<file path="config.mk">
export PLATFORM = sky130hd
export DESIGN_NAME = dual_pwm
export DESIGN_NICKNAME = d
export VERILOG_FILES = /design/src/rtl/pwm_pkg.sv /design/src/rtl/pwm_prescaler.sv /design/src/rtl/pwm_channel.sv /design/src/rtl/dual_pwm.sv
export SDC_FILE = /design/constraint.sdc
export NUM_CORES = 1
export LEC_CHECK = 0
export BUFFER_PORTS_ARGS = -buffer_cell sky130_fd_sc_hd__buf_2
export CORE_MARGIN = 1.5
export CORE_UTILIZATION = 31
export CTS_BUF_LIST = sky130_fd_sc_hd__clkbuf_8 sky130_fd_sc_hd__clkbuf_16
export DETAILED_ROUTE_END_ITERATION = 12
export GPL_ROUTABILITY_DRIVEN = 0
export GPL_TIMING_DRIVEN = 0
export PLACE_DENSITY_LB_ADDON = 0.05
export SLEW_MARGIN = 20
export SYNTH_ARGS = -nofsm -noshare
export SYNTH_HDL_FRONTEND = slang
export SYNTH_HIERARCHICAL = 1
export SYNTH_SLANG_ARGS = --single-unit
</file>
<file path="constraint.sdc">
create_clock -name clk -period 2.5 [get_ports clk]
set_input_delay 0.25 -clock clk [delete_from_list [all_inputs] [get_ports clk]]
set_output_delay 0.25 -clock clk [all_outputs]
set_load 0.02 [all_outputs]
</file>
<file path="src/rtl/pwm_pkg.sv">
package pwm_pkg;

  localparam int REG_W     = 8;
  localparam int PSEL_W    = 3;
  localparam int NUM_TAPS  = (2 ** PSEL_W) - 1;

  typedef enum logic [1:0] {
    ADDR_CFG    = 2'd0,
    ADDR_OVR    = 2'd1,
    ADDR_DUTY_A = 2'd2,
    ADDR_DUTY_B = 2'd3
  } pwm_addr_e;

  // Address 0 layout, MSB first: slow_b(5) slow_a(4) clk_out(3) psel(2:0)
  typedef struct packed {
    logic              slow_b;
    logic              slow_a;
    logic              clk_out;
    logic [PSEL_W-1:0] psel;
  } pwm_cfg_t;

  // Address 1 layout, MSB first: lvl_b(3) frc_b(2) lvl_a(1) frc_a(0)
  typedef struct packed {
    logic lvl_b;
    logic frc_b;
    logic lvl_a;
    logic frc_a;
  } pwm_ovr_t;

endpackage

</file>
<file path="src/rtl/pwm_prescaler.sv">
module pwm_prescaler
  import pwm_pkg::*;
(
  input  logic              clk,
  input  logic              rst_n,
  input  logic              ext_clk,
  input  logic [PSEL_W-1:0] psel,
  output logic              tick,
  output logic              clk_mon
);

  localparam int SEL_N = 2 ** PSEL_W;
  localparam logic [NUM_TAPS-1:0] DIV_ONE = NUM_TAPS'(1);

  logic [NUM_TAPS-1:0] div_q, div_d;
  logic                ext_s1_q, ext_s2_q, ext_s3_q;
  logic                ext_pulse;
  logic [SEL_N-1:0]    sel_tick;
  logic [SEL_N-1:0]    sel_lvl;

  // next state
  always_comb begin
    div_d = div_q + DIV_ONE;
  end

  // registers
  always_ff @(posedge clk or negedge rst_n) begin
    if (!rst_n) begin
      div_q    <= '0;
      ext_s1_q <= 1'b0;
      ext_s2_q <= 1'b0;
      ext_s3_q <= 1'b0;
    end else begin
      div_q    <= div_d;
      ext_s1_q <= ext_clk;
      ext_s2_q <= ext_s1_q;
      ext_s3_q <= ext_s2_q;
    end
  end

  assign ext_pulse = ext_s2_q & ~ext_s3_q;

  // one tap per divider stage: pulse when the low k+1 bits are all ones
  for (genvar k = 0; k < NUM_TAPS; k++) begin : g_tap
    assign sel_tick[k] = &div_q[k:0];
    assign sel_lvl[k]  = div_q[k];
  end
  assign sel_tick[NUM_TAPS] = ext_pulse;
  assign sel_lvl[NUM_TAPS]  = ext_s2_q;

  assign tick    = sel_tick[psel];
  assign clk_mon = sel_lvl[psel];


  div2_alternates_chk: assert property (@(posedge clk) disable iff (!rst_n)
    (tick && psel == '0) |=> (!tick || psel != '0));


  ext_pulse_single_chk: assert property (@(posedge clk) disable iff (!rst_n)
    ext_pulse |=> !ext_pulse);

endmodule

</file>
<file path="src/rtl/pwm_channel.sv">
module pwm_channel #(
  parameter int DUTY_W     = 8,
  parameter int SLOW_SHIFT = 7,
  parameter int CNT_W      = 16,
  parameter bit HAS_MON    = 1'b0
) (
  input  logic              clk,
  input  logic              rst_n,
  input  logic              tick,
  input  logic [CNT_W-1:0]  cnt_q,
  input  logic [CNT_W-1:0]  cnt_nxt,
  input  logic              slow,
  input  logic              duty_wr,
  input  logic [DUTY_W-1:0] duty_in,
  input  logic              frc,
  input  logic              lvl,
  input  logic              mon_en,
  input  logic              mon_lvl,
  output logic              pin
);

  localparam int SLOW_TOP = SLOW_SHIFT + DUTY_W - 1;

  logic [DUTY_W-1:0] shd_q, shd_d;
  logic [DUTY_W-1:0] act_q, act_d;
  logic              pin_q, pin_d;
  logic [DUTY_W-1:0] field;
  logic              bnd;
  logic              load;
  logic              pwm_lvl;
  logic              mon_sel;
  logic              unused_cnt;

  assign unused_cnt = ^{cnt_q, cnt_nxt};

  if (HAS_MON) begin : g_mon
    assign mon_sel = mon_en;
  end else begin : g_nomon
    logic unused_mon;
    assign unused_mon = mon_en ^ mon_lvl;
    assign mon_sel    = 1'b0;
  end

  always_comb begin
    field   = slow ? cnt_q[SLOW_TOP -: DUTY_W] : cnt_q[DUTY_W-1:0];
    bnd     = slow ? (cnt_nxt[SLOW_TOP:0] == '0) : (cnt_nxt[DUTY_W-1:0] == '0);
    load    = tick & bnd;
    pwm_lvl = (field < act_q);
  end

  // next state
  always_comb begin
    shd_d = duty_wr ? duty_in : shd_q;
    act_d = load ? shd_q : act_q;
    if (frc) begin
      pin_d = lvl;
    end else if (mon_sel) begin
      pin_d = mon_lvl;
    end else begin
      pin_d = pwm_lvl;
    end
  end

  // registers
  always_ff @(posedge clk or negedge rst_n) begin
    if (!rst_n) begin
      shd_q <= '0;
      act_q <= '0;
      pin_q <= 1'b0;
    end else begin
      shd_q <= shd_d;
      act_q <= act_d;
      pin_q <= pin_d;
    end
  end

  assign pin = pin_q;


  duty_held_chk: assert property (@(posedge clk) disable iff (!rst_n)
    !load |=> $stable(act_q));


  force_level_chk: assert property (@(posedge clk) disable iff (!rst_n)
    frc |=> (pin_q == $past(lvl)));


  zero_duty_low_chk: assert property (@(posedge clk) disable iff (!rst_n)
    (act_q == '0 && !frc && !mon_sel) |=> !pin_q);

endmodule

</file>
<file path="src/rtl/dual_pwm.sv">
module dual_pwm
  import pwm_pkg::*;
#(
  parameter int DUTY_W     = 8,
  parameter int SLOW_SHIFT = 7
) (
  input  logic             clk,
  input  logic             rst_n,
  input  logic             ext_clk,
  input  logic             wr_en,
  input  logic [1:0]       wr_addr,
  input  logic [REG_W-1:0] wr_data,
  output logic             pwm_a,
  output logic             pwm_b
);

  localparam int CNT_W = DUTY_W + SLOW_SHIFT + 1;
  localparam int CFG_W = $bits(pwm_cfg_t);
  localparam int OVR_W = $bits(pwm_ovr_t);
  localparam logic [CNT_W-1:0] CNT_ONE = CNT_W'(1);

  logic       rst_s1_q, rst_s2_q;
  logic       rst_i_n;
  pwm_cfg_t   cfg_q, cfg_d;
  pwm_ovr_t   ovr_q, ovr_d;
  logic [CNT_W-1:0] cnt_q, cnt_d, cnt_nxt;
  logic       tick;
  logic       clk_mon;
  logic [1:0] pin;
  logic       unused_wr;

  assign unused_wr = ^wr_data;

  // reset: asserted at once, released two edges later
  always_ff @(posedge clk or negedge rst_n) begin
    if (!rst_n) begin
      rst_s1_q <= 1'b0;
      rst_s2_q <= 1'b0;
    end else begin
      rst_s1_q <= 1'b1;
      rst_s2_q <= rst_s1_q;
    end
  end
  assign rst_i_n = rst_s2_q;

  // register port, next state
  always_comb begin
    cfg_d = cfg_q;
    ovr_d = ovr_q;
    if (wr_en && wr_addr == ADDR_CFG) begin
      cfg_d = pwm_cfg_t'(wr_data[CFG_W-1:0]);
    end
    if (wr_en && wr_addr == ADDR_OVR) begin
      ovr_d = pwm_ovr_t'(wr_data[OVR_W-1:0]);
    end
  end

  // shared counter, next state
  always_comb begin
    cnt_nxt = cnt_q + CNT_ONE;
    cnt_d   = tick ? cnt_nxt : cnt_q;
  end

  always_ff @(posedge clk or negedge rst_i_n) begin
    if (!rst_i_n) begin
      cfg_q <= '0;
      ovr_q <= '0;
      cnt_q <= '0;
    end else begin
      cfg_q <= cfg_d;
      ovr_q <= ovr_d;
      cnt_q <= cnt_d;
    end
  end

  pwm_prescaler u_pre (
    .clk     (clk),
    .rst_n   (rst_i_n),
    .ext_clk (ext_clk),
    .psel    (cfg_q.psel),
    .tick    (tick),
    .clk_mon (clk_mon)
  );

  for (genvar ch = 0; ch < 2; ch++) begin : g_ch
    logic ch_slow, ch_frc, ch_lvl, ch_wr;
    assign ch_slow = (ch == 0) ? cfg_q.slow_a : cfg_q.slow_b;
    assign ch_frc  = (ch == 0) ? ovr_q.frc_a  : ovr_q.frc_b;
    assign ch_lvl  = (ch == 0) ? ovr_q.lvl_a  : ovr_q.lvl_b;
    assign ch_wr   = wr_en && (wr_addr == ((ch == 0) ? ADDR_DUTY_A : ADDR_DUTY_B));

    pwm_channel #(
      .DUTY_W     (DUTY_W),
      .SLOW_SHIFT (SLOW_SHIFT),
      .CNT_W      (CNT_W),
      .HAS_MON    (ch == 0)
    ) u_chan (
      .clk     (clk),
      .rst_n   (rst_i_n),
      .tick    (tick),
      .cnt_q   (cnt_q),
      .cnt_nxt (cnt_nxt),
      .slow    (ch_slow),
      .duty_wr (ch_wr),
      .duty_in (wr_data[DUTY_W-1:0]),
      .frc     (ch_frc),
      .lvl     (ch_lvl),
      .mon_en  (cfg_q.clk_out),
      .mon_lvl (clk_mon),
      .pin     (pin[ch])
    );
  end

  assign pwm_a = pin[0];
  assign pwm_b = pin[1];


  cnt_holds_chk: assert property (@(posedge clk) disable iff (!rst_i_n)
    !tick |=> $stable(cnt_q));


  reset_pins_low_chk: assert property (@(posedge clk)
    !rst_n |=> (!pwm_a && !pwm_b));

endmodule

</file>
== After elaboration in Yosys (flattened, before gate mapping) ==
Cells that the tools add are included.
Widths: inputs -> output; s select.

* Bits in registers: 72
* Output and inout bits: 2
* Logic and storage cells: 57

* Add/sub/neg operators: 2
* Order comparisons: 3
* Equal/unequal tests: 3
* Multiplexer cells: 11
* Bitwise logic cells: 4
* Reductions and logical operators: 13

{| class="wikitable"
|+ Operator list
! kind !! count
|-
| $add 16x1->16 const B || 1
|-
| $lt 8x8->1 || 2
|-
| $mux 8 || 2
|-
| $logic_not 15->1 || 1
|-
| $logic_not 8->1 || 1
|-
| $add 7x1->7 const B || 1
|-
| $mux 1 || 7
|-
| $reduce_and 7->1 || 1
|-
| $bmux 1 s3 || 2
|-
| $reduce_and 6->1 || 1
|-
| $reduce_and 5->1 || 1
|-
| $eq 2x2->1 const B || 2
|-
| $logic_and 1x1->1 || 4
|-
| $lt 3x4->1 const B || 1
|-
| $reduce_and 4->1 || 1
|-
| $and 1x1->1 || 3
|-
| $reduce_and 3->1 || 1
|-
| $eq 2x1->1 const B || 1
|-
| $logic_not 2->1 || 1
|-
| $reduce_and 2->1 || 1
|-
| $not 1->1 || 1
|}

== Longest topological paths before layout ==
* Word-level depth: 5
* Gate-level depth with buffers: 10
* Depth with buffers taken out: 10

== By module ==
The synthesis kept the hierarchy.

{| class="wikitable"
|+ By module, submodules not included
! module !! instances !! cells an instance !! area an instance (um2) !! seq. area each (um2)
|-
| dual_pwm || 1 || 120 || 1347.5 || 700.7
|-
| pwm_channel at g_ch[0].u_chan || 1 || 80 || 972.2 || 425.4
|-
| pwm_channel at g_ch[1].u_chan || 1 || 77 || 963.4 || 425.4
|-
| pwm_prescaler || 1 || 39 || 509.2 || 250.2
|}

== Least setup slack after synthesis ==
OpenSTA, ideal clock, no wires.

* Kind: reg-to-reg
* Start point: register cnt_q[0]
* End point: register g_ch[0].u_chan.act_q[0]
* Library setup time: 125 ps
* Arrival time: 2577 ps
* Data required time: 2375 ps
* Setup slack: -202 ps
* Cell stages (with the launch flop): 10
* Buffers on the path: 0
* Clock period less this slack: 2702 ps
* Path through: dfrtp_1 -> ha_1 -> and3_2 -> nand3_1 -> or4_1 -> xnor2_1 -> nor4_1 -> nand2_1 -> a21oi_4 -> mux2_2

* Longest elaborated chain between the ends: 4

{| class="wikitable"
|+ RTL lines
! what !! line !! text
|-
| start: declaration || dual_pwm.sv:26 || <nowiki>logic [CNT_W-1:0] cnt_q, cnt_d, cnt_nxt;</nowiki>
|-
| start signal: assignment || dual_pwm.sv:72 || <nowiki>cnt_q <= cnt_d;</nowiki>
|-
| $add 16x1->16 || dual_pwm.sv:60 || <nowiki>cnt_nxt = cnt_q + CNT_ONE;</nowiki>
|-
| via cnt_nxt[14] || dual_pwm.sv:26 ||
|-
| $logic_not 15->1 || pwm_channel.sv:46 || <nowiki>bnd = slow ? (cnt_nxt[SLOW_TOP:0] == '0) : (cnt_nxt[DUTY_W-1:0] == '0);</nowiki>
|-
| $mux 1 || pwm_channel.sv:46 ||
|-
| $and 1x1->1 || pwm_channel.sv:47 || <nowiki>load = tick & bnd;</nowiki>
|-
| end signal: assignment || pwm_channel.sv:72 || <nowiki>act_q <= act_d;</nowiki>
|-
| end: declaration || pwm_channel.sv:25 || <nowiki>logic [DUTY_W-1:0] act_q, act_d;</nowiki>
|}

The timed path passes the listed nets, and every way through them passes these cells.
A chain may end at the register's enable or synchronous reset.

== Worst setup path in the final report ==
* Start point: register u_pre.div_q[0]
* End point: register g_ch[0].u_chan.act_q[7]

* Longest elaborated chain between the ends: 4

{| class="wikitable"
|+ RTL lines
! what !! line !! text
|-
| start: declaration || pwm_prescaler.sv:15 || <nowiki>logic [NUM_TAPS-1:0] div_q, div_d;</nowiki>
|-
| start signal: assignment || pwm_prescaler.sv:34 || <nowiki>div_q <= div_d;</nowiki>
|-
| $reduce_and 7->1, or another cell as far along || pwm_prescaler.sv:45 || <nowiki>assign sel_tick[k] = &div_q[k:0];</nowiki>
|-
| $bmux 1 s3 * || pwm_prescaler.sv:51 || <nowiki>assign tick = sel_tick[psel];</nowiki>
|-
| $mux 1 (not written as such) * || pwm_prescaler.sv:51 ||
|-
| via tick || dual_pwm.sv:27 || <nowiki>logic tick;</nowiki>
|-
| $and 1x1->1 * || pwm_channel.sv:47 ||
|}

The timed path passes the listed nets; every way through them passes the cells marked *. The select of a mux whose other input is x is not followed.

==> results.cfg <==
[setup_path]
cp-end-kind = register
slowest_stage = dfrtp_1
timing.critical_path.fanout_max = 8
crit_buf_inv = 1
crit_family = compound AO/OA/AOI/OAI gates
cp-start-kind = register
crit_start = u_pre/div_q[0]
r2r-start = u_pre/div_q[0]
path_cells = ha_2, and3_4, ha_4, nor4b_2, a211o_2, a31oi_4, nor4b_4, nand3_2, a21oi_4, buf_12, mux2_4
slowest_delay_ns = 0.35
crit_type = register to register
arrival_ns = 2.79
cp.required_ns = 2.71

[final_layout]
fill_cells = 1124
area_growth_pct = 24.7
final_util_pct = 40.3
final_cells = 500
antenna_cells = 0
drive_above_1_share_pct = 41.2
nets = 384

[timing]
tns_ns = -1.08
period_minus_slack_ns = 2.58
hold_viol_final = 0
max_freq_ghz = 0.388
setup_ws_ns = -0.0754
slew_violations = 0
setup_viol = 16
finalClockSkew_ns = 0.00634
worst_pin_slew_ns = 0.642
max_slew_margin_pct = 57.0
final.period_utilization_pct = 103
hold_slack_ns = 0.0236
rsz0062_at_grt = true

[drt]
drt_iter0_drc = 55
drtPass1Iterations = 4
wl_per_cell_um = 16.8
antenna_left = 0
drc = 0
wl_mm = 8.38
vias = 2469
avgViaCountPerCell = 4.94

[clock_network]
clkSlewWorstSetupHoldPaths_ns = 0.06
cts_buffer_depth = 2
htree_levels = 3
clk_latency_ns = 0.33
clock-root-buffer = clkbuf_16
cts_tree = done
cts.sinks = 71
cts_buffers = 9

[pwr]
ir_drop_mv = 0.304
p_leak_nw = 2.11
power_density_nw_per_um2 = 901

[floorplanning]
die_w_um = 113
ioPinCount = 16
rows = 39
initial_core_util_pct = 32.3
dieHeight_um = 113
coreArea_um2 = 11600
dieArea_um2 = 12700

[global_routing]
grt_usage_pct = 14.5
antenna_found_initial = 0
grt_max_degree = 43
overflow = 0
grt_pass1_vias = 2595
grt_pass1_wl_mm = 14.0

[status]
violations = negative setup slack
status = complete, but fails checks

[hold_path]
hold_class = primary input to register
min_from = ext_clk

[synthesis]
syn_nets = 342
syn-cell-area_um2 = 3730
syn_avg_cell_area_um2 = 12.0
ys.warnings.count = 6
postSynthCellCount = 310

[placement]
dp.cells = 469
place_hpwl_mm = 6.00
io_buffers = 15

[run]
drv_cap = 0
[per-stage QoR]
stage	power, mW	worst slack (ns)	instance area [µm²]
detailed placement	2.77	-0.475	4050
global route	4.50	-0.206	4660
finish	4.19	-0.0754	4660
CTS	4.19	-0.105	4550
floorplan	2.46	-0.0139	3770
global placement	2.75	-0.649	4020
[final cells by class]
cell class	instances	area, µm²	area share (%)
clock buffers	12	267	5.72
well taps	143	179	3.84
inverters	19	71.3	1.53
flip-flops and latches	71	1790	38.5
repair buffers	33	258	5.54
plain buffers	8	61.3	1.32
clock inverters	4	28.8	0.618
multi-input cells	210	2000	42.9
[path summary, 6_finish.rpt]
kind	slack, ns	cells after the start	end
setup / recovery	-0.08	11	g_ch[0].u_chan/act_q[7]
hold / removal	0.02	1	u_pre/ext_s1_q
setup reg to reg	-0.08	11	g_ch[0].u_chan/act_q[7]
hold reg to reg	0.27	0	g_ch[1].u_chan/shd_q[5]
max in group asynchronous	1.68	1	u_pre/div_q[1]
min in group asynchronous	0.24	2	rst_s1_q
[what timing repair did]
action | 4_1_cts | 5_1_grt
endpoints found under the setup margin | 24 | 24
endpoints found under the hold margin | 2 | 0
setup buffers | 12 | 4
pin swaps | 13 | 13
gates resized for setup | 23 | 18
hold buffers | 1 | 0
[sequential cells by signal, indices dropped and copies added (netlist names)]
register,flops
cfg_q,4
u_pre/ext_s3_q,1
g_ch.ch_slow,2
cnt_q,15
g_ch.ch_frc,2
g_ch.u_chan/shd_q,16
g_ch.u_chan/pin,2
rst_i_n,1
u_pre/ext_s2_q,1
u_pre/div_q,7
g_ch.ch_lvl,2
u_pre/ext_s1_q,1
g_ch.u_chan/act_q,16
rst_s1_q,1
[report_power, final]
part | internal, mW | switching [mW] | leakage, nW
clock network | 0.753 | 0.491 | 0.141
registers | 1.42 | 0.218 | 0.863
logic | 0.725 | 0.590 | 1.10
total | 2.90 | 1.30 | 2.11
[layout by cell type (no fill, tap or decap), types with 9 or more instances in the layout]
cell	count
clkbuf_16	9
dfrtp_1	61
xnor2_1	10
xor2_1	19
buf_2	16
mux2_4	16
dfrtp_2	9
nor2_1	19
buf_4	15
ha_1	15
mux2_2	42
inv_1	19
nand2_1	15
[layer usage]
metal,wire [µm],GRT usage (%),vias to the layer above
met4,129,5.23,0
met2,4000,23.7,26
met5,0,0,-
met1,4040,19.1,1249
li1,-,-,1183
met3,214,3.21,11
(Power assumes the default switching activity.)
